### src/rtl/gpio_port_pkg.sv
// Package: shared widths, register addresses and bit positions of the GPIO port.
// Assumes an 8-bit register bus and a port no wider than the data bus minus one bit.
package gpio_port_pkg;
    localparam int PIN_W       = 4;
    localparam int ADDR_W      = 8;
    localparam int DATA_W      = 8;
    localparam int SYNC_STAGES = 2;
    localparam int CKEN_BIT    = 7;
    localparam logic [ADDR_W-1:0] DATA_ADDR = 8'h01;
    localparam logic [ADDR_W-1:0] DIR_ADDR  = 8'h05;

    // Register state that the read mux and the pin mux both use.
    typedef struct packed {
        logic [PIN_W-1:0] latch;
        logic [PIN_W-1:0] dir;
        logic             cken;
    } port_state_t;
endpackage

### src/rtl/gpio_sync.sv
// Module: multi-stage synchroniser for asynchronous pin levels, one chain per bit.
// Assumes each pin is independent; no bus coherence between pins is promised.
module gpio_sync #(
    parameter int WIDTH  = 4,
    parameter int STAGES = 2
) (
    input  logic             clk,
    input  logic             rst_n,
    input  logic [WIDTH-1:0] async_in,
    output logic [WIDTH-1:0] sync_out
);
    for (genvar b = 0; b < WIDTH; b++) begin : g_bit
        logic [STAGES-1:0] chain;
        // Shift the pin level through the flop chain; reset clears it.
        always_ff @(posedge clk) begin
            if (!rst_n) chain <= '0;
            else        chain <= {chain[STAGES-2:0], async_in[b]};
        end
        assign sync_out[b] = chain[STAGES-1];
    end
endmodule

### src/rtl/gpio_regs.sv
// Module: output-data latch, direction bits and clock-output enable.
// Assumes writes are single-cycle strobes decoded against full addresses.
module gpio_regs
    import gpio_port_pkg::*;
(
    input  logic              clk,
    input  logic              rst_n,
    input  logic [ADDR_W-1:0] bus_addr,
    input  logic              bus_we,
    input  logic [DATA_W-1:0] bus_wdata,
    output port_state_t       state
);
    logic wr_data;
    logic wr_dir;

    // Decode the write strobe per register.
    always_comb begin
        wr_data = bus_we && (bus_addr == DATA_ADDR);
        wr_dir  = bus_we && (bus_addr == DIR_ADDR);
    end

    // Latch updates regardless of direction so it can be preloaded.
    always_ff @(posedge clk) begin
        if (!rst_n)       state.latch <= '0;
        else if (wr_data) state.latch <= bus_wdata[PIN_W-1:0];
    end

    // Direction bits and clock enable; reserved bits are not stored.
    always_ff @(posedge clk) begin
        if (!rst_n) begin
            state.dir  <= '0;
            state.cken <= 1'b0;
        end else if (wr_dir) begin
            state.dir  <= bus_wdata[PIN_W-1:0];
            state.cken <= bus_wdata[CKEN_BIT];
        end
    end
endmodule

### src/rtl/gpio_readmux.sv
// Module: combinational read-data selection for the port registers.
// Assumes unmapped addresses return zero and reads have no side effects.
module gpio_readmux
    import gpio_port_pkg::*;
(
    input  logic [ADDR_W-1:0] bus_addr,
    input  port_state_t       state,
    input  logic [PIN_W-1:0]  pin_sync,
    output logic [DATA_W-1:0] bus_rdata
);
    logic [PIN_W-1:0] data_view;

    // Per bit: latch for outputs, synchronised level for inputs; bit 0 latch under clock output.
    always_comb begin
        data_view = (state.dir & state.latch) | (~state.dir & pin_sync);
        if (state.cken) data_view[0] = state.latch[0];
    end

    // Select the register image addressed on the bus.
    always_comb begin
        bus_rdata = '0;
        if (bus_addr == DATA_ADDR) begin
            bus_rdata[PIN_W-1:0] = data_view;
        end else if (bus_addr == DIR_ADDR) begin
            bus_rdata[PIN_W-1:0] = state.dir;
            bus_rdata[CKEN_BIT]  = state.cken;
        end
    end
endmodule

### src/rtl/gpio_pinmux.sv
// Module: drives pad value and enable per pin, with the clock override on pin 0.
// Assumes the pad cell gates pin_out with pin_oe; value is always the latch so it is ready early.
module gpio_pinmux
    import gpio_port_pkg::*;
(
    input  logic             clk,
    input  port_state_t      state,
    output logic [PIN_W-1:0] pin_out,
    output logic [PIN_W-1:0] pin_oe
);
    for (genvar p = 0; p < PIN_W; p++) begin : g_pin
        if (p == 0) begin : g_clk_pin
            // Pin 0: bus clock replaces port control when enabled.
            always_comb begin
                pin_out[p] = state.cken ? clk  : state.latch[p];
                pin_oe[p]  = state.cken ? 1'b1 : state.dir[p];
            end
        end else begin : g_plain_pin
            // Other pins: latch value, direction bit as enable.
            always_comb begin
                pin_out[p] = state.latch[p];
                pin_oe[p]  = state.dir[p];
            end
        end
    end
endmodule

### src/rtl/gpio_clkout_port.sv
// Module: top of the four-pin GPIO port with bus-clock output on pin 0.
// Assumes pin_in is asynchronous and the bus is synchronous to clk.
module gpio_clkout_port
    import gpio_port_pkg::*;
(
    input  logic              clk,
    input  logic              rst_n,
    input  logic [ADDR_W-1:0] bus_addr,
    input  logic              bus_we,
    input  logic [DATA_W-1:0] bus_wdata,
    output logic [DATA_W-1:0] bus_rdata,
    input  logic [PIN_W-1:0]  pin_in,
    output logic [PIN_W-1:0]  pin_out,
    output logic [PIN_W-1:0]  pin_oe
);
    port_state_t      state;
    logic [PIN_W-1:0] pin_sync;

    gpio_sync #(.WIDTH(PIN_W), .STAGES(SYNC_STAGES)) i_sync (
        .clk      (clk),
        .rst_n    (rst_n),
        .async_in (pin_in),
        .sync_out (pin_sync)
    );

    gpio_regs i_regs (
        .clk       (clk),
        .rst_n     (rst_n),
        .bus_addr  (bus_addr),
        .bus_we    (bus_we),
        .bus_wdata (bus_wdata),
        .state     (state)
    );

    gpio_readmux i_rmux (
        .bus_addr  (bus_addr),
        .state     (state),
        .pin_sync  (pin_sync),
        .bus_rdata (bus_rdata)
    );

    gpio_pinmux i_pmux (
        .clk     (clk),
        .state   (state),
        .pin_out (pin_out),
        .pin_oe  (pin_oe)
    );
endmodule

### config.mk
export PLATFORM = sky130hd
export DESIGN_NAME = gpio_clkout_port
export DESIGN_NICKNAME = d
export VERILOG_FILES = /design/src/rtl/gpio_port_pkg.sv /design/src/rtl/gpio_sync.sv /design/src/rtl/gpio_regs.sv /design/src/rtl/gpio_readmux.sv /design/src/rtl/gpio_pinmux.sv /design/src/rtl/gpio_clkout_port.sv
export SDC_FILE = /design/constraint.sdc
export NUM_CORES = 1
export LEC_CHECK = 0
export BUFFER_PORTS_ARGS = -buffer_cell sky130_fd_sc_hd__buf_2
export CAP_MARGIN = 20
export CORE_MARGIN = 1
export CORE_UTILIZATION = 40
export DETAILED_ROUTE_END_ITERATION = 6
export MAX_ROUTING_LAYER = met4
export PLACE_DENSITY = 0.71
export SLEW_MARGIN = 5
export SYNTH_ARGS = -nofsm -noshare
export SYNTH_HDL_FRONTEND = slang
export SYNTH_SLANG_ARGS = --single-unit
### constraint.sdc
create_clock -name clk -period 3 [get_ports clk]
set_input_delay 0.6 -clock clk [delete_from_list [all_inputs] [get_ports clk]]
set_output_delay 0.6 -clock clk [all_outputs]
set_load 0.03 [all_outputs]
* After elaboration in Yosys (flattened, before gate mapping)
Cells that the tools add are included.
** Word-level totals
- Register bits after elaboration :: 17
- Input bits :: 23
- Output and inout bits :: 16
- Logic and storage cells :: 22
** Operators by class
- Equality and inequality tests :: 2
- Mux-type cells :: 7
- Bitwise operators :: 4
- Reductions and logical operators :: 2
** Operator list (number)
- 4-bit AND :: 2
- 8-bit by 1-bit equality test with 1-bit output (second input constant) :: 1
- 8-bit by 3-bit equality test with 1-bit output (second input constant) :: 1
- 4-bit two-way mux :: 2
- 1-bit two-way mux :: 5
- 4-bit inverter :: 1
- 4-bit OR :: 1
- 1-bit logical AND :: 2

* Depth between registers and ports, before layout
Gate-level depths: netlist of the first run.
- Depth in word-level cells :: 5
- Depth in mapped cells :: 3
- Mapped depth without buffers :: 3

* By module
Synthesis of the first run repeated with hierarchy kept, for this count alone.
** Unflattened totals
- Cell total of the unflattened synthesis :: 93
- Area, all modules :: 863.3 µm²
** Modules (own cells, without submodules)
- gpio_regs :: instances 1, cells each 38, area each 397.9 µm², seq. area each 180.2 µm²
- gpio_sync :: instances 1, cells each 20, area each 240.2 µm², seq. area each 160.2 µm²
- gpio_readmux :: instances 1, cells each 27, area each 158.9 µm², seq. area each 0.0 µm²
- gpio_pinmux :: instances 1, cells each 8, area each 66.3 µm², seq. area each 0.0 µm²

==> flow_summary.toml, run 1 <==
[finish]
finish.utilization = 0.5361
syn_to_final_growth_pct = 21.38
final_nets = 136
drive_above_1_share = 0.4464
diodes = 0

[worst_setup_path]
end_kind = "output pin"
cp.required_ns = 2.40
reg2reg_from = "i_regs.state[0]"
r2r-end = "i_regs.state[0]"
r2r_slack_ns = 2.32
cp.arrival_ns = 2.17
startpoint = "clk"
cp_max_fo = 2
start_kind = "clock port"
path_class = "clock port to output pin"
r2r_cells = 2

[routing]
viasPerCell = 4.577
antenna_left = 0
vias = 627
drc = 0
dr.pass1.iters = 4
first_iter_violations = 7
drt-total-wl_um = 1460
routedWlPerCell_um = 10.66

[yosys]
yosysSeqAreaShare = 0.4277
syn-instance-count = 83
synth_top_area_frac = 0.4277
ys_seq_elements = 17
synth_top_area_cell = "dfxtp_1"
synth_edf_count = 0
synth_area_leaders = "dfxtp_1 (43%), mux2i_1 (11%), buf_4 (8.5%), nand2_1 (7.1%), and2_1 (6.3%)"
synth_area_um2 = 795.8
ys_types = 22
synth-main-ff-cell = "dfxtp_1"
avgSynthCellArea_um2 = 9.588
yosysWarnings = 0
async_flop_share = 0

[power]
peakVddDrop_v = 0.0003012
p_per_area_mw_per_mm2 = 459.3
power.leakage_nw = 0.5226

[floorplanning]
io_pins = 39
die_h_um = 46.60
start_util = 0.4417
coreArea_mm2 = 0.001802
die_w_um = 46.60
num_rows = 15
dieArea_mm2 = 0.002172

[sta]
setup_ws_ns = 0.2321
slew_viol_final = 0
rsz0062_at_grt = "no"
clock_skew_ns = 0.0007084
hold_viol = 0
whs_ns = 0.4097
setup_violations = 0
tns_ns = 0

[placed_design]
globalplace.congestion = 0.6822
dp_hpwl_um = 1070
dp_slack_ns = 0.4925
numPortBuffers = 32

[clocking]
hold_buffers = 0
postCtsSetupRepairBufs = 0
clkTransAtPathRegs_ns = 0.09
cts.repair.resized = 0
clk_latency_ns = 0.39
cts_tree = "built"

[global_routing]
overflow = 0
grt_usage = 0.1668
grt_pass1_wl_um = 2270
grt_pass1_vias = 551
grt_max_degree = 23
antenna_found_initial = 0

[status]
status = "finished clean"

[hold_path]
hp-class = "primary input to flip-flop"
hold_path_depth = 2
holdPathEnd = "i_sync.g_bit[3].chain[0]"
min_from = "pin_in[3]"

[run]
max_cap_viol_count = 0
[cell families (layout without fill, tap and decap cells)]
family / Yosys count / after routing / synth area share
flip-flops: 17 / 17 / 0.4277
AND/OR/NAND/NOR: 35 / 35 / 0.2799
buffers and inverters: 13 / 40 / 0.1038
AO/OA/AOI/OAI: 7 / 7 / 0.05659
multiplexers: 10 / 10 / 0.1274
other: 1 / 3 / 0.004712
[per-layer routing]
layer | track usage | wire length (um)
met5 | - | 0
met4 | 0.1235 | 19
met3 | 0.08235 | 119
met2 | 0.2667 | 730
met1 | 0.1498 | 591
[per-stage QoR]
step / total power [W] / instance area (um2) / cells
final: 0.0004437 / 965.9 / 137
after floorplan: 0.0002597 / 803.3 / 85
after global routing: 0.0004690 / 965.9 / 137
after detailed placement: 0.0002729 / 915.9 / 130
after global placement: 0.0002718 / 915.9 / 130
after CTS: 0.0004514 / 965.9 / 137
[cells in the final DEF, fill, tap and decap left out, drive strengths merged]
cell type	count
buf	32
nand2	16
inv	1
conb	3
nor2	1
and2	8
clkinv	1
dfxtp	17
mux2i	9
nand4b	1
clkbuf	6
nand4	1
nor4b	1
nor3	2
or3b	3
nor3b	1
o21ai	3
mux2	1
or2	1
a21oi	3
a2111oi	1
[state kept, by name, indices dropped and copies added, names as in the netlist]
register and count:
i_regs.state 9, i_sync.g_bit.chain 8
[power by group]
group | switching (W) | internal [W] | total, W | leakage, nW
Combinational | 0.0000199 | 0.0000153 | 0.0000352 | 0.341
Sequential | 0.00000102 | 0.000231 | 0.000232 | 0.139
Clock | 0.0000830 | 0.0000939 | 0.000177 | 0.0425
Total | 0.000104 | 0.000340 | 0.000444 | 0.523
[synthesized netlist by cell type (all sizes together), types with 2 or more instances]
| cell type | n |
|---|---|
| o21ai | 3 |
| nor3 | 2 |
| clkbuf | 3 |
| nand2 | 16 |
| or3b | 3 |
| and2 | 8 |
| mux2i | 9 |
| a21oi | 3 |
| dfxtp | 17 |
| buf | 9 |
[critical path: stages]
cell and delay [ns]:
clkbuf_4 0.11, clkbuf_4 0.13, mux2_2 0.26, buf_2 0.17
[layout make-up]
type	instances	area [um2]
clock buffer	7	50.05
tap	25	31.28
inverter	1	3.754
fill	177	835.8
sequential	17	340.3
clock inverter	1	5.005
multi-input combinational	55	380.4
timing repair buffer	31	155.1
[how the worst max path moves through the flow]
stage / to / slack [ns] / cells after the start
after floorplan: bus_rdata[0] / 0.53 / 3
after global placement: pin_out[0] / 0.49 / 2
after detailed placement: pin_out[0] / 0.49 / 2
after CTS: pin_out[0] / 0.22 / 4
after global routing: pin_out[0] / 0.20 / 4
final: pin_out[0] / 0.23 / 4
Note: power is estimated with default switching activity, not from simulation.
==> inputs of run 2 (changes only) <==
--- a/config.mk
+++ b/config.mk
@@ -7,11 +7,13 @@
 export LEC_CHECK = 0
 export BUFFER_PORTS_ARGS = -buffer_cell sky130_fd_sc_hd__buf_2
 export CAP_MARGIN = 20
+export CELL_PAD_IN_SITES_DETAIL_PLACEMENT = 0
+export CELL_PAD_IN_SITES_GLOBAL_PLACEMENT = 1
 export CORE_MARGIN = 1
-export CORE_UTILIZATION = 40
+export CORE_UTILIZATION = 34
 export DETAILED_ROUTE_END_ITERATION = 6
 export MAX_ROUTING_LAYER = met4
-export PLACE_DENSITY = 0.71
+export PLACE_DENSITY_LB_ADDON = 0.1
 export SLEW_MARGIN = 5
 export SYNTH_ARGS = -nofsm -noshare
 export SYNTH_HDL_FRONTEND = slang
==> flow_summary.toml, run 2 (synthesis results as in run 1) <==
[hold_path]
holdPathEnd = "i_sync.g_bit[0].chain[0]"
min_from = "pin_in[0]"
hold_path_depth = 2
hp-class = "primary input to flip-flop"

[routing]
route.met2.wl_um = 694
viasPerCell = 4.600
antenna_left = 0
drt-total-wl_um = 1493
wl_met1_um = 654
topRoutingLayerUsed = "met4"
first_iter_violations = 6
routedWlPerCell_um = 10.66
routed-wl-met3_um = 129
vias = 644
drc = 0
dr.pass1.iters = 2

[worst_setup_path]
end_kind = "output pin"
worst_path_most_repeated_cell = "clkbuf_4"
r2r_cells = 2
start_kind = "clock port"
cp.required_ns = 2.40
r2r_slack_ns = 2.35
path_class = "clock port to output pin"
crit_path_top_delay_cell = "mux2_2"
cpPeakStageDelay_ns = 0.25
r2r-end = "i_regs.state[0]"
cp.arrival_ns = 2.15
crit_chain = "clkbuf_4 -> clkbuf_4 -> mux2_2 -> buf_2"
cp_max_fo = 2
reg2reg_from = "i_regs.state[0]"
startpoint = "clk"

[power]
p_per_area_mw_per_mm2 = 460.2
peakVddDrop_v = 0.0003147
power.leakage_nw = 0.5226

[sta]
setup_ws_ns = 0.2472
clock_skew_ns = 0.005654
tns_ns = 0
hold_viol = 0
rsz0062_at_grt = "no"
whs_ns = 0.3953
setup_violations = 0
slew_viol_final = 0

[global_routing]
grt_max_degree = 23
grt_pass1_vias = 563
overflow = 0
antenna_found_initial = 0
grt_usage = 0.1342
grt_pass1_wl_um = 2270

[clocking]
clk_latency_ns = 0.40
postCtsSetupRepairBufs = 0
cts_tree = "built"
cts.repair.resized = 0
hold_buffers = 0
clkTransAtPathRegs_ns = 0.10

[floorplanning]
io_pins = 39
coreArea_mm2 = 0.002212
die_w_um = 50.38
start_util = 0.3597
num_rows = 17
die_h_um = 50.38
dieArea_mm2 = 0.002538

[finish]
final_cell_mix = "buf_2 (32), dfxtp_1 (17), nand2_1 (15), mux2i_1 (9), and2_1 (8)"
syn_to_final_growth_pct = 21.86
reg.largest.list = "i_regs.state x9, i_sync.g_bit.chain x8"
fin_cells = 140
final_nets = 136
layout_commonest_cell = "buf_2"
drive_above_1_share = 0.4464
largest_reg_flops = 9
design_area_um2 = 969.7
fillers = 237
regMostFlops = "i_regs.state"
diodes = 0

[placed_design]
globalplace.congestion = 0.6981
placed_area_um2 = 919.6
numPortBuffers = 32
dp.cells = 133
dp_slack_ns = 0.4925
dp_hpwl_um = 1047

[run]
max_cap_viol_count = 0

[status]
status = "finished clean"
run 2: critical path: cells and delay by family:
family | cells | cell delay (ns)
multiplexers | 1 | 0.25
buffers and inverters | 3 | 0.40
run 2: final cells by class:
cell class | instances | area (um2) | share of cell area
clock buffer | 7 | 50.05 | 0.05161
sequential | 17 | 340.3 | 0.3510
clock inverter | 1 | 5.005 | 0.005161
inverter | 1 | 3.754 | 0.003871
timing repair buffer | 31 | 155.1 | 0.1600
multi-input combinational | 55 | 380.4 | 0.3923
tap | 28 | 35.03 | 0.03613
run 2: routing by layer:
layer  track usage  vias up
li1              -      323
met1        0.1354      291
met3       0.05152        2
met4        0.1157        0
met2        0.2022       28
met5             -        -
run 2: how the worst max path moves through the flow:
| stage | endpoint | depth (start not counted) |
|---|---|---|
| finish | pin_out[0] | 4 |
| global route | pin_out[0] | 4 |
| CTS | pin_out[0] | 4 |
| detailed placement | pin_out[0] | 2 |
| global placement | pin_out[0] | 2 |
| floorplan | bus_rdata[0] | 3 |
run 2: metrics by stage:
step | utilization | power (W)
after floorplan | - | 0.0002597
after global placement | 0.4157 | 0.0002724
after detailed placement | 0.4157 | 0.0002731
after CTS | 0.4383 | 0.0004556
after global routing | 0.4383 | 0.0004789
final | 0.4383 | 0.0004463
run 2: report_power, final:
| part | internal [W] | switching, W | total (W) |
|---|---|---|---|
| clock network | 0.0000939 | 0.0000853 | 0.000179 |
| logic | 0.0000153 | 0.0000202 | 0.0000356 |
| registers | 0.000231 | 0.000000941 | 0.000232 |
==> inputs of run 3 (changes only) <==
--- a/config.mk
+++ b/config.mk
@@ -9,6 +9,7 @@
 export CAP_MARGIN = 20
 export CELL_PAD_IN_SITES_DETAIL_PLACEMENT = 0
 export CELL_PAD_IN_SITES_GLOBAL_PLACEMENT = 1
+export CORE_ASPECT_RATIO = 1.5
 export CORE_MARGIN = 1
 export CORE_UTILIZATION = 34
 export DETAILED_ROUTE_END_ITERATION = 6
==> flow_summary.toml, run 3 (synthesis results as in run 1) <==
[global_routing]
overflow = 0
busiest_layer = "met2"
grt_pass1_wl_um = 2421
grt_usage = 0.1366
grt_pass1_vias = 600
grt_use_met1 = 0.1266
antenna_found_initial = 0
use_met3 = 0.07625
grt_max_degree = 23
use_met2 = 0.2210

[floorplanning]
io_pins = 39
coreArea_mm2 = 0.002233
die_h_um = 61.25
die_w_um = 41.50
num_rows = 21
dieArea_mm2 = 0.002542
start_util = 0.3563

[routing]
viasPerCell = 4.748
first_iter_violations = 1
drt-total-wl_um = 1500
dr.pass1.iters = 2
vias = 641
antenna_left = 0
routedWlPerCell_um = 11.11
drc = 0

[clocking]
clkTransAtPathRegs_ns = 0.09
clk_latency_ns = 0.39
cts.repair.resized = 0
hold_buffers = 0
postCtsSetupRepairBufs = 0
cts_tree = "built"

[hold_path]
holdPathEnd = "i_sync.g_bit[2].chain[0]"
min_from = "pin_in[2]"
hp-class = "primary input to flip-flop"
hold_path_depth = 2

[finish]
final_nets = 136
reg.largest.list = "i_regs.state x9, i_sync.g_bit.chain x8"
largest_reg_flops = 9
final_cell_mix = "buf_2 (32), dfxtp_1 (17), nand2_1 (15), mux2i_1 (9), and2_1 (8)"
syn_to_final_growth_pct = 20.91
layout_commonest_cell = "buf_2"
fin_cells = 135
diodes = 0
regMostFlops = "i_regs.state"
drive_above_1_share = 0.4375

[worst_setup_path]
worst_path_most_repeated_cell = "clkbuf_4"
cp.required_ns = 2.40
r2r_slack_ns = 2.34
r2r_cells = 2
reg2reg_from = "i_regs.state[0]"
crit_chain = "clkbuf_4 -> clkbuf_4 -> mux2_2 -> buf_2"
start_kind = "clock port"
cp.arrival_ns = 2.14
cpPeakStageDelay_ns = 0.25
r2r-end = "i_regs.state[0]"
path_class = "clock port to output pin"
crit_path_top_delay_cell = "mux2_2"
cp_max_fo = 2
end_kind = "output pin"

[sta]
setup_violations = 0
clock_skew_ns = 0.002749
rsz0062_at_grt = "no"
whs_ns = 0.4090
hold_viol = 0
slew_viol_final = 0
tns_ns = 0

[run]
max_cap_viol_count = 0

[placed_design]
dp_hpwl_um = 1111
numPortBuffers = 32
globalplace.congestion = 0.6904
dp.cells = 128

[status]
status = "finished clean"

[power]
power.leakage_nw = 0.5199
p_per_area_mw_per_mm2 = 459.5
peakVddDrop_v = 0.0002519
## run 3: worst max-delay path by stage
stage                     start           end  slack (ns)  cells past startpoint
finish                      clk    pin_out[0]        0.26                      4
global route                clk    pin_out[0]        0.22                      4
global placement            clk    pin_out[0]        0.49                      2
detailed placement          clk    pin_out[0]        0.49                      2
floorplan           bus_addr[1]  bus_rdata[0]        0.53                      3
CTS                         clk    pin_out[0]        0.25                      4
## run 3: where the power goes
part / switching [W] / internal (W) / total (W) / leakage (nW)
clock: 0.0000795 / 0.0000956 / 0.000175 / 0.0398
sequential: 0.000000922 / 0.000231 / 0.000232 / 0.139
combinational: 0.0000201 / 0.0000154 / 0.0000354 / 0.341
## run 3: layer usage
metal / vias to the layer above / share of wire
li1: 321 / -
met1: 295 / 0.42
met2: 23 / 0.50
met3: 2 / 0.071
met4: 0 / 0.0093
met5: - / 0
## run 3: metrics by stage
step | setup slack [ns] | power [W] | area, um2 | util
finish | 0.2562 | 0.0004421 | 962.2 | 0.4308
global route | 0.2171 | 0.0004671 | 962.2 | 0.4308
CTS | 0.2471 | 0.0004500 | 962.2 | 0.4308
detailed placement | 0.4925 | 0.0002731 | 913.4 | 0.4090
global placement | 0.4925 | 0.0002724 | 913.4 | 0.4090
floorplan | 0.5349 | 0.0002597 | 803.3 | -
## run 3: cell type report
class / instances / area (um2)
fillers: 255 / 1271
flip-flops and latches: 17 / 340.3
well taps: 23 / 28.78
repair buffers: 31 / 155.1
multi-input cells: 55 / 380.4
clock buffers: 8 / 53.80
inverters: 1 / 3.754
## run 3: worst max-delay path, delay by kind of cell
family / cells / cell delay, ns
mux: 1 / 0.25
buf+inv: 3 / 0.40
